`src/rtl/can_err_pkg.sv`:
```
// Package: shared field widths and the error kind encoding for the
// CAN bus error capture register. Assumes a 2-bit error kind field.
package can_err_pkg;
    localparam int ERR_CODE_W = 2;
    localparam int ERR_SEG_W  = 5;

    typedef enum logic [ERR_CODE_W-1:0] {
        ERR_BIT   = 2'b00,
        ERR_FORM  = 2'b01,
        ERR_STUFF = 2'b10,
        ERR_OTHER = 2'b11
    } err_kind_e;
endpackage

```
`src/rtl/can_ecc_latch.sv`:
```
// Module: first-error latch. It holds one error record and a lock flag.
// A strobe is taken when the latch is unlocked, or when a read in the
// same cycle releases it. A read with no strobe only clears the lock.
// Assumes err_stb and rd_stb are single-cycle qualifiers.
module can_ecc_latch #(
    parameter int CODE_W = 2,
    parameter int SEG_W  = 5
) (
    input  logic              clk,
    input  logic              rst_n,
    input  logic              err_stb,
    input  logic [CODE_W-1:0] err_code,
    input  logic              err_rx,
    input  logic [SEG_W-1:0]  err_seg,
    input  logic              rd_stb,
    output logic [CODE_W-1:0] held_code,
    output logic              held_rx,
    output logic [SEG_W-1:0]  held_seg,
    output logic              locked,
    output logic              take
);
    // Decide whether this strobe is allowed to load the record.
    always_comb take = err_stb && (!locked || rd_stb);

    // Load the error record on an accepted strobe.
    always_ff @(posedge clk) begin
        if (!rst_n) begin
            held_code <= '0;
            held_rx   <= 1'b0;
            held_seg  <= '0;
        end else if (take) begin
            held_code <= err_code;
            held_rx   <= err_rx;
            held_seg  <= err_seg;
        end
    end

    // Lock on capture; a read with no capture re-arms.
    always_ff @(posedge clk) begin
        if (!rst_n)      locked <= 1'b0;
        else if (take)   locked <= 1'b1;
        else if (rd_stb) locked <= 1'b0;
    end
endmodule

```
`src/rtl/can_ecc_irq.sv`:
```
// Module: bus-error interrupt pulse. It gives one registered cycle per
// captured error when the enable is set. Assumes take is one cycle wide.
module can_ecc_irq (
    input  logic clk,
    input  logic rst_n,
    input  logic take,
    input  logic irq_en,
    output logic irq
);
    // Register the gated capture event as the interrupt pulse.
    always_ff @(posedge clk) begin
        if (!rst_n) irq <= 1'b0;
        else        irq <= take && irq_en;
    end
endmodule

```
`src/rtl/can_ecc_rdfmt.sv`:
```
// Module: read word formatter. It packs the held record into the low
// bits of the data word and fills the rest with zeros. Assumes
// CODE_W + 1 + SEG_W <= DATA_W.
module can_ecc_rdfmt #(
    parameter int CODE_W = 2,
    parameter int SEG_W  = 5,
    parameter int DATA_W = 32
) (
    input  logic [CODE_W-1:0] held_code,
    input  logic              held_rx,
    input  logic [SEG_W-1:0]  held_seg,
    output logic [DATA_W-1:0] rd_data
);
    localparam int INFO_W = CODE_W + 1 + SEG_W;
    localparam int PAD_W  = DATA_W - INFO_W;

    generate
        if (PAD_W > 0) begin : g_pad
            // Zero-fill the reserved upper bits.
            always_comb rd_data = {{PAD_W{1'b0}}, held_code, held_rx, held_seg};
        end else begin : g_nopad
            // Exact fit: no reserved bits.
            always_comb rd_data = {held_code, held_rx, held_seg};
        end
    endgenerate
endmodule

```
`src/rtl/can_err_capture.sv`:
```
// Module: top of the CAN bus error capture register. It ties together
// the first-error latch, the interrupt pulse and the read formatter.
// Assumes the bit processor presents error fields together with err_stb.
module can_err_capture #(
    parameter int CODE_W = can_err_pkg::ERR_CODE_W,
    parameter int SEG_W  = can_err_pkg::ERR_SEG_W,
    parameter int DATA_W = 32
) (
    input  logic              clk,
    input  logic              rst_n,
    input  logic              err_stb,
    input  logic [CODE_W-1:0] err_code,
    input  logic              err_rx,
    input  logic [SEG_W-1:0]  err_seg,
    input  logic              irq_en,
    input  logic              rd_stb,
    output logic [DATA_W-1:0] rd_data,
    output logic              irq
);
    logic [CODE_W-1:0] held_code;
    logic              held_rx;
    logic [SEG_W-1:0]  held_seg;
    logic              locked;
    logic              take;

    can_ecc_latch #(.CODE_W(CODE_W), .SEG_W(SEG_W)) u_latch (
        .clk(clk), .rst_n(rst_n), .err_stb(err_stb), .err_code(err_code),
        .err_rx(err_rx), .err_seg(err_seg), .rd_stb(rd_stb),
        .held_code(held_code), .held_rx(held_rx), .held_seg(held_seg),
        .locked(locked), .take(take)
    );

    can_ecc_irq u_irq (
        .clk(clk), .rst_n(rst_n), .take(take), .irq_en(irq_en), .irq(irq)
    );

    can_ecc_rdfmt #(.CODE_W(CODE_W), .SEG_W(SEG_W), .DATA_W(DATA_W)) u_fmt (
        .held_code(held_code), .held_rx(held_rx), .held_seg(held_seg),
        .rd_data(rd_data)
    );
endmodule

```
`config.mk`:
```
export PLATFORM = sky130hd
export DESIGN_NAME = can_err_capture
export DESIGN_NICKNAME = d
export VERILOG_FILES = /design/src/rtl/can_err_pkg.sv /design/src/rtl/can_ecc_latch.sv /design/src/rtl/can_ecc_irq.sv /design/src/rtl/can_ecc_rdfmt.sv /design/src/rtl/can_err_capture.sv
export SDC_FILE = /design/constraint.sdc
export NUM_CORES = 1
export LEC_CHECK = 0
export CORE_MARGIN = 1
export CORE_UTILIZATION = 32
export DETAILED_ROUTE_END_ITERATION = 10
export PLACE_DENSITY = 0.83
export SYNTH_ARGS = -nofsm -noshare
export SYNTH_HDL_FRONTEND = slang
export SYNTH_SLANG_ARGS = --single-unit
```
`constraint.sdc`:
```
create_clock -name clk -period 1.3 [get_ports clk]
set_input_delay 0.13 -clock clk [delete_from_list [all_inputs] [get_ports clk]]
set_output_delay 0.13 -clock clk [all_outputs]
set_load 0.1 [all_outputs]
```
==> impl_metrics.json, run 1 <==
{
  "status": "finished clean",
  "hold_viol": 0,
  "max_freq_mhz": 1020,
  "finClkSkew_ns": 0.00454,
  "initial_core_util": 0.343,
  "dieArea_um2": 2030,
  "finalPower_mw": 1.22,
  "slowest_stage": "dfxtp_1",
  "grt_use_total": 0.113,
  "h-tree-depth": 1,
  "ys_ff_latch": 10,
  "worstPathArrival_ns": 0.85,
  "num_antenna_cells": 0,
  "cts.clk_slew.worst_paths_ns": 0.07,
  "io_buffer_count": 21,
  "cp-start-kind": "flop",
  "regToRegStartpoint": "u_latch.locked$_SDFFE_PN0P_",
  "grt_pass1_wl_um": 1540,
  "rsz0062_at_grt": "false",
  "layout_common_cells": "conb_1, nand2_1, clkdlybuf4s50_1",
  "cts_hold_buf": 0,
  "ys_warn_count": 0,
  "period_needed_ns": 0.980,
  "critPathTopFamily": "flip-flops",
  "critical_path.max_fanout": 2,
  "grt_max_degree": 13,
  "rrSetupSlack_ns": 0.32,
  "viasPerCell": 3.65,
  "fp.dieW_um": 45.0,
  "syn_area_um2": 592,
  "synth_cells": 67,
  "clock_latency_ns": 0.27,
  "cp-end-kind": "output port",
  "dr.pass1.iters": 4,
  "cts.sinks": 10,
  "numCtsBuffers": 3,
  "std_cell_rows": 15,
  "crit_type": "reg -> out",
  "hold_ws_ns": 0.416,
  "final_area_um2": 865,
  "post_route_cells_drive_above_1_share": 0.209,
  "cts_repair_resize_count": 0,
  "grt_pass1_vias": 377,
  "fin_crit_sh": 0.754,
  "synth_cell_types": 11,
  "area_delta_synth_final_pct": 46.1,
  "post_cts_buffers": 0,
  "dpl-instance-area_um2": 828,
  "drt_iter0_drc": 6,
  "ios": 46,
  "crit_start": "u_latch.held_seg[2]$_SDFFE_PN0P_",
  "place_hpwl_um": 804,
  "grt_antenna_before_repair": 0,
  "vias": 423,
  "place_congestion": 0.615,
  "tns_ns": 0,
  "root_buffer": "clkbuf_4",
  "finalWirelength_um": 967,
  "grt-ovfl-total": 0,
  "yosysSeqAreaShare": 0.338,
  "maxSlewViolCount": 0,
  "p_per_area_nw_per_um2": 1410,
  "vdd_drop_max_v": 0.000820,
  "die_y_um": 45.0,
  "leakagePower_nw": 0.409,
  "crit_chain": "buf_12",
  "path_buf_inv": 1,
  "cpPeakStageDelay_ns": 0.39,
  "final_common_cell": "conb_1",
  "clock_path_buffers": 2,
  "max_cap_violations": 0,
  "critPathRequiredTime_ns": 1.17,
  "syn_area_per_cell_um2": 8.83,
  "cts_tree": "yes",
  "route.detailed.drc": 0,
  "hp-class": "in -> reg",
  "nNetsFinal": 105,
  "min_from": "err_code[1]",
  "ant_nets": 0,
  "post-route-util": 0.501,
  "wl_per_cell_um": 8.34,
  "setup_viol": 0,
  "core_um2": 1730
}
[per-stage QoR]
step,std cells,worst slack [ns]
floorplan,90,0.0780
global placement,112,0.0805
detailed placement,112,0.0358
CTS,116,0.298
global route,116,0.226
finish,116,0.320
[worst min-delay path, delay by kind of cell]
kind / cells / cell delay (ns)
buffers and inverters: 1 / 0.40
multiplexers: 1 / 0.06
AND/OR/NAND/NOR: 1 / 0.05
[area by class of cell]
class	count	area (um2)
fill	161	862
timing repair buffer	25	330
multi-input combinational	52	267
sequential	10	200
clock buffer	4	36.3
tap	25	31.3
[worst paths after layout]
| path | end | cells after the start |
|---|---|---|
| min | u_latch.held_code[1]$_SDFFE_PN0P_ | 3 |
| min reg2reg | u_latch.held_code[0]$_SDFFE_PN0P_ | 2 |
| max reg2reg | u_latch.held_seg[3]$_SDFFE_PN0P_ | 4 |
| max | rd_data[2] | 1 |
[layer usage]
| layer | vias up | routed length [um] | GRT usage |
|---|---|---|---|
| li1 | 207 | - | - |
| met1 | 183 | 342 | 0.0961 |
| met2 | 31 | 491 | 0.194 |
| met3 | 2 | 120 | 0.0720 |
| met4 | 0 | 12 | 0.0727 |
| met5 | - | 0 | 0 |
[registers in the layout, indices dropped and copies added, names as in the netlist]
register           cells
u_irq.irq              1
u_latch.held_code      2
u_latch.held_rx        1
u_latch.held_seg       5
u_latch.locked         1
[report_power, final]
group	leakage [nW]	total, mW	internal, mW	switching (mW)
Clock	0.0210	0.280	0.170	0.110
Sequential	0.0825	0.345	0.326	0.0186
Combinational	0.306	0.592	0.126	0.466
[synth_stat cells]
cell type	number	share of area
buf_4	26	0.33
nand2_1	16	0.10
dfxtp_1	10	0.34
mux2i_1	8	0.14
and3_1	1	0.011
buf_2	1	0.0084
buf_6	1	0.019
conb_1	1	0.0063
nor2b_2	1	0.015
nor2b_4	1	0.023
o21a_1	1	0.013
[cell families after synthesis]
| family | after synthesis | synth area share |
|---|---|---|
| other | 1 | 0.00634 |
| multiplexers | 8 | 0.135 |
| AND/OR/NAND/NOR | 19 | 0.150 |
| AO/OA/AOI/OAI | 1 | 0.0127 |
| flip-flops | 10 | 0.338 |
| buffers and inverters | 28 | 0.357 |
Power figures use the tool's default switching activity.
==> run 2, diff against run 1 <==
CORE_UTILIZATION = 29   (was 32)
PLACE_DENSITY = 0.79   (was 0.83)
clock period = 0.9 ns   (was 1.3 ns; I/O delays follow)
==> run 2 against run 1 <==
  * The run now ends with setup timing left
  * Global-route usage fell by 2.2 points
  * Combinational power increased by 47%
  * Critical path depth grew 3
  * First-iteration DRC count down 100%
  * Utilization shrank 1.1 points
  * Sequential cell count unchanged
  * Via count down 2.4%
  * Clock power is essentially flat
  * Clock skew down 0.0042 ns
  * Largest cell class unchanged
  * Non-clock buffer count down 2
  * Die area up 9.9%
==> impl_metrics.json, run 2 (same netlist as run 1, synthesis figures left out) <==
{
  "status": "finished, violations left",
  "violations": "setup timing",
  "root_buffer": "clkbuf_4",
  "critical_path.max_fanout": 9,
  "cts_hold_buf": 0,
  "worstPathArrival_ns": 1.09,
  "dpl-instance-area_um2": 863,
  "final_area_um2": 892,
  "clock_latency_ns": 0.25,
  "wl_per_cell_um": 8.50,
  "crit_start": "u_latch.locked$_SDFFE_PN0P_",
  "pwr-share-comb": 0.528,
  "dr.pass1.iters": 1,
  "timing.final.ws_setup_ns": -0.0519,
  "hold_ws_ns": 0.385,
  "maxSlewViolCount": 0,
  "post-route-util": 0.490,
  "min_from": "err_seg[4]",
  "hp-class": "in -> reg",
  "largest_reg_flops": 5,
  "layout_common_cells": "conb_1, nand2_1, clkdlybuf4s50_1",
  "rsz0062_at_grt": "true",
  "cp-end-kind": "flop",
  "nNetsFinal": 103,
  "viasPerCell": 3.65,
  "h-tree-depth": 1,
  "period_needed_ns": 0.952,
  "top_register": "u_latch.held_seg",
  "core_um2": 1820,
  "die_y_um": 47.2,
  "std_cell_rows": 15,
  "p_switching_mw": 0.831,
  "initial_core_util": 0.325,
  "max_cap_violations": 0,
  "route.detailed.drc": 0,
  "clock_path_buffers": 2,
  "cts_tree": "yes",
  "dieArea_um2": 2230,
  "fin_crit_sh": 1.06,
  "grt_use_total": 0.0912,
  "critPathRequiredTime_ns": 1.04,
  "vdd_drop_max_v": 0.000904,
  "internal-power_mw": 0.814,
  "num_antenna_cells": 0,
  "place_ws_ns": -0.344,
  "setup_viol": 9,
  "ant_nets": 0,
  "ios": 46,
  "cts.clk_slew.worst_paths_ns": 0.06,
  "finClkSkew_ns": 0.000337,
  "final_common_cell": "conb_1",
  "reg_top3": "u_latch.held_seg x5, u_latch.held_code x2",
  "post_route_cells_drive_above_1_share": 0.284,
  "numCtsBuffers": 3,
  "area_delta_synth_final_pct": 50.7,
  "grt-ovfl-total": 0,
  "fp.dieW_um": 47.2,
  "p_per_area_nw_per_um2": 1840,
  "crit_type": "reg -> reg",
  "leakagePower_nw": 0.411,
  "place_hpwl_um": 780,
  "swShare": 0.505,
  "io_buffer_count": 21,
  "cts.sinks": 10,
  "pwr-share-clk": 0.170,
  "cp-start-kind": "flop",
  "regToRegStartpoint": "u_latch.locked$_SDFFE_PN0P_",
  "drt_iter0_drc": 0,
  "place_congestion": 0.554,
  "finalPower_mw": 1.64,
  "p_seq_frac": 0.302,
  "grt_pass1_vias": 368,
  "max_freq_mhz": 1050,
  "grt_antenna_before_repair": 0,
  "vias": 413,
  "finalWirelength_um": 961,
  "grt_pass1_wl_um": 1350,
  "grt_max_degree": 19,
  "hold_viol": 0
}
==> run 2: routing by layer <==
layer	track usage	share of wire	wire length [um]	vias to the layer above
met1	0.0847	0.36	343	182
met3	0.0346	0.10	100	0
li1	-	-	-	201
met5	0	0	0	-
met2	0.161	0.54	517	30
met4	0.0686	0	0	0
==> run 2: power by group through the flow <==
stage | Sequential [mW] | Combinational (mW) | Clock, mW
2_1_floorplan | 0.652 | 0.610 | 0
3_3_place_gp | 0.504 | 0.861 | 0
3_5_place_dp | 0.505 | 0.867 | 0
4_1_cts | 0.497 | 0.870 | 0.306
5_1_grt | 0.498 | 0.891 | 0.321
6_report | 0.496 | 0.868 | 0.280
==> run 2: area by class of cell <==
class                   instances  area [um2]
fillers                       180         928
repair buffers                 23         340
multi-input cells              52         272
flip-flops and latches         10         226
well taps                      25        31.3
clock buffers                   3        22.5
==> run 2: final timing paths <==
kind	cells past startpoint	slack [ns]	to
min	3	0.38	u_latch.held_seg[4]$_SDFFE_PN0P_
min reg2reg	2	0.48	u_latch.held_rx$_SDFFE_PN0P_
max reg2reg	4	-0.05	u_irq.irq$_SDFF_PN0_
max	4	-0.05	u_irq.irq$_SDFF_PN0_
==> run 2: per-stage QoR <==
stage | setup TNS [ns] | instances
CTS | -0.447 | 113
global route | -0.680 | 113
detailed placement | -2.85 | 110
floorplan | -0.0159 | 90
finish | -0.322 | 113
global placement | -2.51 | 110
==> run 2: critical path, cell delays in order (launching register included) <==
cell     delay (ns)
dfxtp_1        0.31
nor2b_4        0.16
nor2b_4        0.06
buf_12         0.14
and3_1         0.18
==> run 2: what timing repair did <==
item / CTS / global route
hold endpoints to repair: 0 / 0
buffers inserted: 0 / 0
setup endpoints to repair: 10 / 10
resized for setup: 2 / 0
==> run 3, diff against run 2 <==
REMOVE_ABC_BUFFERS = 1   (was unset)
==> run 3 against run 2 <==
  * The flow still finishes with violations (setup timing)
  * Sequential share of layout area is 1.5 points lower
  * Clock power barely moved
  * Combinational power barely moved
  * Die area unchanged
  * Critical path depth unchanged
  * Global-route usage grew 0.24 points
  * Clock-buffer cell count unchanged
  * Sequential cell count did not move
  * Non-clock buffer count rose by 1
  * Clock skew up 0.0070 ns
  * Final cell count grew 0.88%
  * Critical endpoint is now u_latch.held_seg[3]$_SDFFE_PN0P_
  * Largest cell class unchanged
  * Largest power group unchanged
==> impl_metrics.json, run 3 (same netlist as run 1, synthesis figures left out) <==
{
  "p_per_area_nw_per_um2": 1890,
  "p_switching_mw": 0.828,
  "largest_reg_flops": 5,
  "grt_max_degree": 19,
  "n_fill_cell": 179,
  "status": "finished, violations left",
  "place_congestion": 0.570,
  "core_um2": 1820,
  "rsz0062_at_grt": "true",
  "place_hpwl_um": 759,
  "initial_core_util": 0.325,
  "route.detailed.drc": 0,
  "setup_viol": 9,
  "crit_type": "reg -> reg",
  "max_freq_mhz": 1050,
  "fin_crit_sh": 1.05,
  "vdd_drop_max_v": 0.000644,
  "timing.final.ws_setup_ns": -0.0494,
  "maxSlewViolCount": 0,
  "grt-ovfl-total": 0,
  "hold_viol": 0,
  "max_cap_violations": 0,
  "pwr-share-comb": 0.525,
  "cts_tree": "yes",
  "leakagePower_nw": 0.410,
  "rr_endpoint": "u_latch.held_seg[3]$_SDFFE_PN0P_",
  "final_common_cell": "conb_1",
  "hold_path_depth": 3,
  "period_needed_ns": 0.949,
  "root_buffer": "clkbuf_4",
  "vias": 411,
  "grt_pass1_wl_um": 1410,
  "dieArea_um2": 2230,
  "layout_common_cells": "conb_1, nand2_1, clkdlybuf4s50_1",
  "worstPathArrival_ns": 1.12,
  "post-route-util": 0.480,
  "num_antenna_cells": 0,
  "reg2regPathDepth": 4,
  "viasPerCell": 3.61,
  "finClkSkew_ns": 0.00729,
  "h-tree-depth": 1,
  "instances_no_fill": 114,
  "io_buffer_count": 21,
  "dp_cells": 111,
  "ios": 46,
  "critPathRequiredTime_ns": 1.07,
  "place_ws_ns": -0.306,
  "finalPower_mw": 1.65,
  "clock_path_buffers": 2,
  "ant_nets": 0,
  "grt_antenna_before_repair": 0,
  "cp-start-kind": "flop",
  "hp-class": "in -> reg",
  "drt_iter0_drc": 2,
  "critical_path.max_fanout": 6,
  "min_from": "err_rx",
  "wl_per_cell_um": 8.02,
  "finalWirelength_um": 914,
  "top_register": "u_latch.held_seg",
  "die_y_um": 47.2,
  "path_buf_inv": 1,
  "rrSetupSlack_ns": -0.05,
  "reg_top3": "u_latch.held_seg x5, u_latch.held_code x2",
  "multi_input_area_um2": 272,
  "cts.sinks": 10,
  "post_cts_buffers": 0,
  "cpPeakStageDelay_ns": 0.30,
  "nNetsFinal": 104,
  "dr.pass1.iters": 2,
  "clock_latency_ns": 0.25,
  "critPathTopFamily": "flip-flops",
  "cts.clk_slew.worst_paths_ns": 0.06,
  "cp-end-kind": "flop",
  "slowest_stage": "dfxtp_1",
  "std_cell_rows": 15,
  "fp.dieW_um": 47.2,
  "violations": "setup timing",
  "crit_top_cell": "nor2b_4",
  "grt_pass1_vias": 371,
  "swShare": 0.503,
  "numCtsBuffers": 3,
  "crit_chain": "nor2b_4, nor2b_4, buf_6, mux2i_1",
  "internal-power_mw": 0.819,
  "regToRegStartpoint": "u_latch.locked$_SDFFE_PN0P_",
  "grt_use_total": 0.0936,
  "post_route_cells_drive_above_1_share": 0.270,
  "hold_path_end": "u_latch.held_rx$_SDFFE_PN0P_",
  "seq_area_um2": 209,
  "pwr-share-clk": 0.170,
  "p_seq_frac": 0.305,
  "area_delta_synth_final_pct": 47.6
}
[run 3: cell count changes in the layout (fill, tap and decap cells not counted)]
cell | before | now
buf_12 | 11 | 10
dfxtp_1 | 1 | 3
buf_4 | 0 | 1
dfxtp_4 | 6 | 0
dfxtp_2 | 3 | 7
buf_6 | 0 | 1
[run 3: worst max path at each step]
| stage | start | endpoint | slack (ns) | cells past startpoint |
|---|---|---|---|---|
| after CTS | u_latch.locked$_SDFFE_PN0P_ | u_latch.held_seg[3]$_SDFFE_PN0P_ | -0.08 | 4 |
| final | u_latch.locked$_SDFFE_PN0P_ | u_latch.held_seg[3]$_SDFFE_PN0P_ | -0.05 | 4 |
| after floorplan | u_latch.held_code[0]$_SDFFE_PN0P_ | u_latch.held_code[0]$_SDFFE_PN0P_ | -0.32 | 2 |
| after detailed placement | rd_stb | u_latch.held_seg[1]$_SDFFE_PN0P_ | -0.31 | 5 |
| after global routing | u_latch.locked$_SDFFE_PN0P_ | u_latch.held_seg[0]$_SDFFE_PN0P_ | -0.12 | 4 |
| after global placement | rd_stb | u_latch.held_seg[2]$_SDFFE_PN0P_ | -0.28 | 5 |
[run 3: timing repair]
action	CTS	global route
endpoints found under the setup margin	17	13
resized for setup	7	2
hold buffers	0	0
endpoints found under the hold margin	0	0
[run 3: area by class of cell]
class,instances,share of cell area
well taps,25,0.0358
flip-flops and latches,10,0.239
multi-input cells,52,0.311
repair buffers,24,0.388
clock buffers,3,0.0258
[run 3: routing by layer]
layer	global-route usage	vias to the layer above	wire length [um]
met2	0.167	29	486
met1	0.101	177	328
met3	0.0346	0	99
li1	-	205	-
met4	0.0343	0	0
met5	0	-	0
[run 3: power groups by stage]
stage | clock [mW] | sequential, mW | combinational [mW]
3_3_place_gp | 0 | 0.508 | 0.855
6_report | 0.279 | 0.503 | 0.865
3_5_place_dp | 0 | 0.508 | 0.859
4_1_cts | 0.295 | 0.503 | 0.863
2_1_floorplan | 0 | 0.675 | 0.485
5_1_grt | 0.319 | 0.505 | 0.891
[run 3: stage by stage]
stage	setup TNS, ns	area (um2)	hold slack (ns)
after floorplan	-3.71	467	0.208
after global placement	-2.31	833	0.484
after CTS	-0.587	867	0.372
final	-0.324	873	0.380
after global routing	-0.913	873	0.381
after detailed placement	-2.52	833	0.492
[run 3: worst reg2reg max path, delay by kind of cell, from the launching register on]
family / cells / cell delay (ns)
buf+inv: 1 / 0.13
mux: 1 / 0.18
flops: 1 / 0.30
simple gates: 2 / 0.25
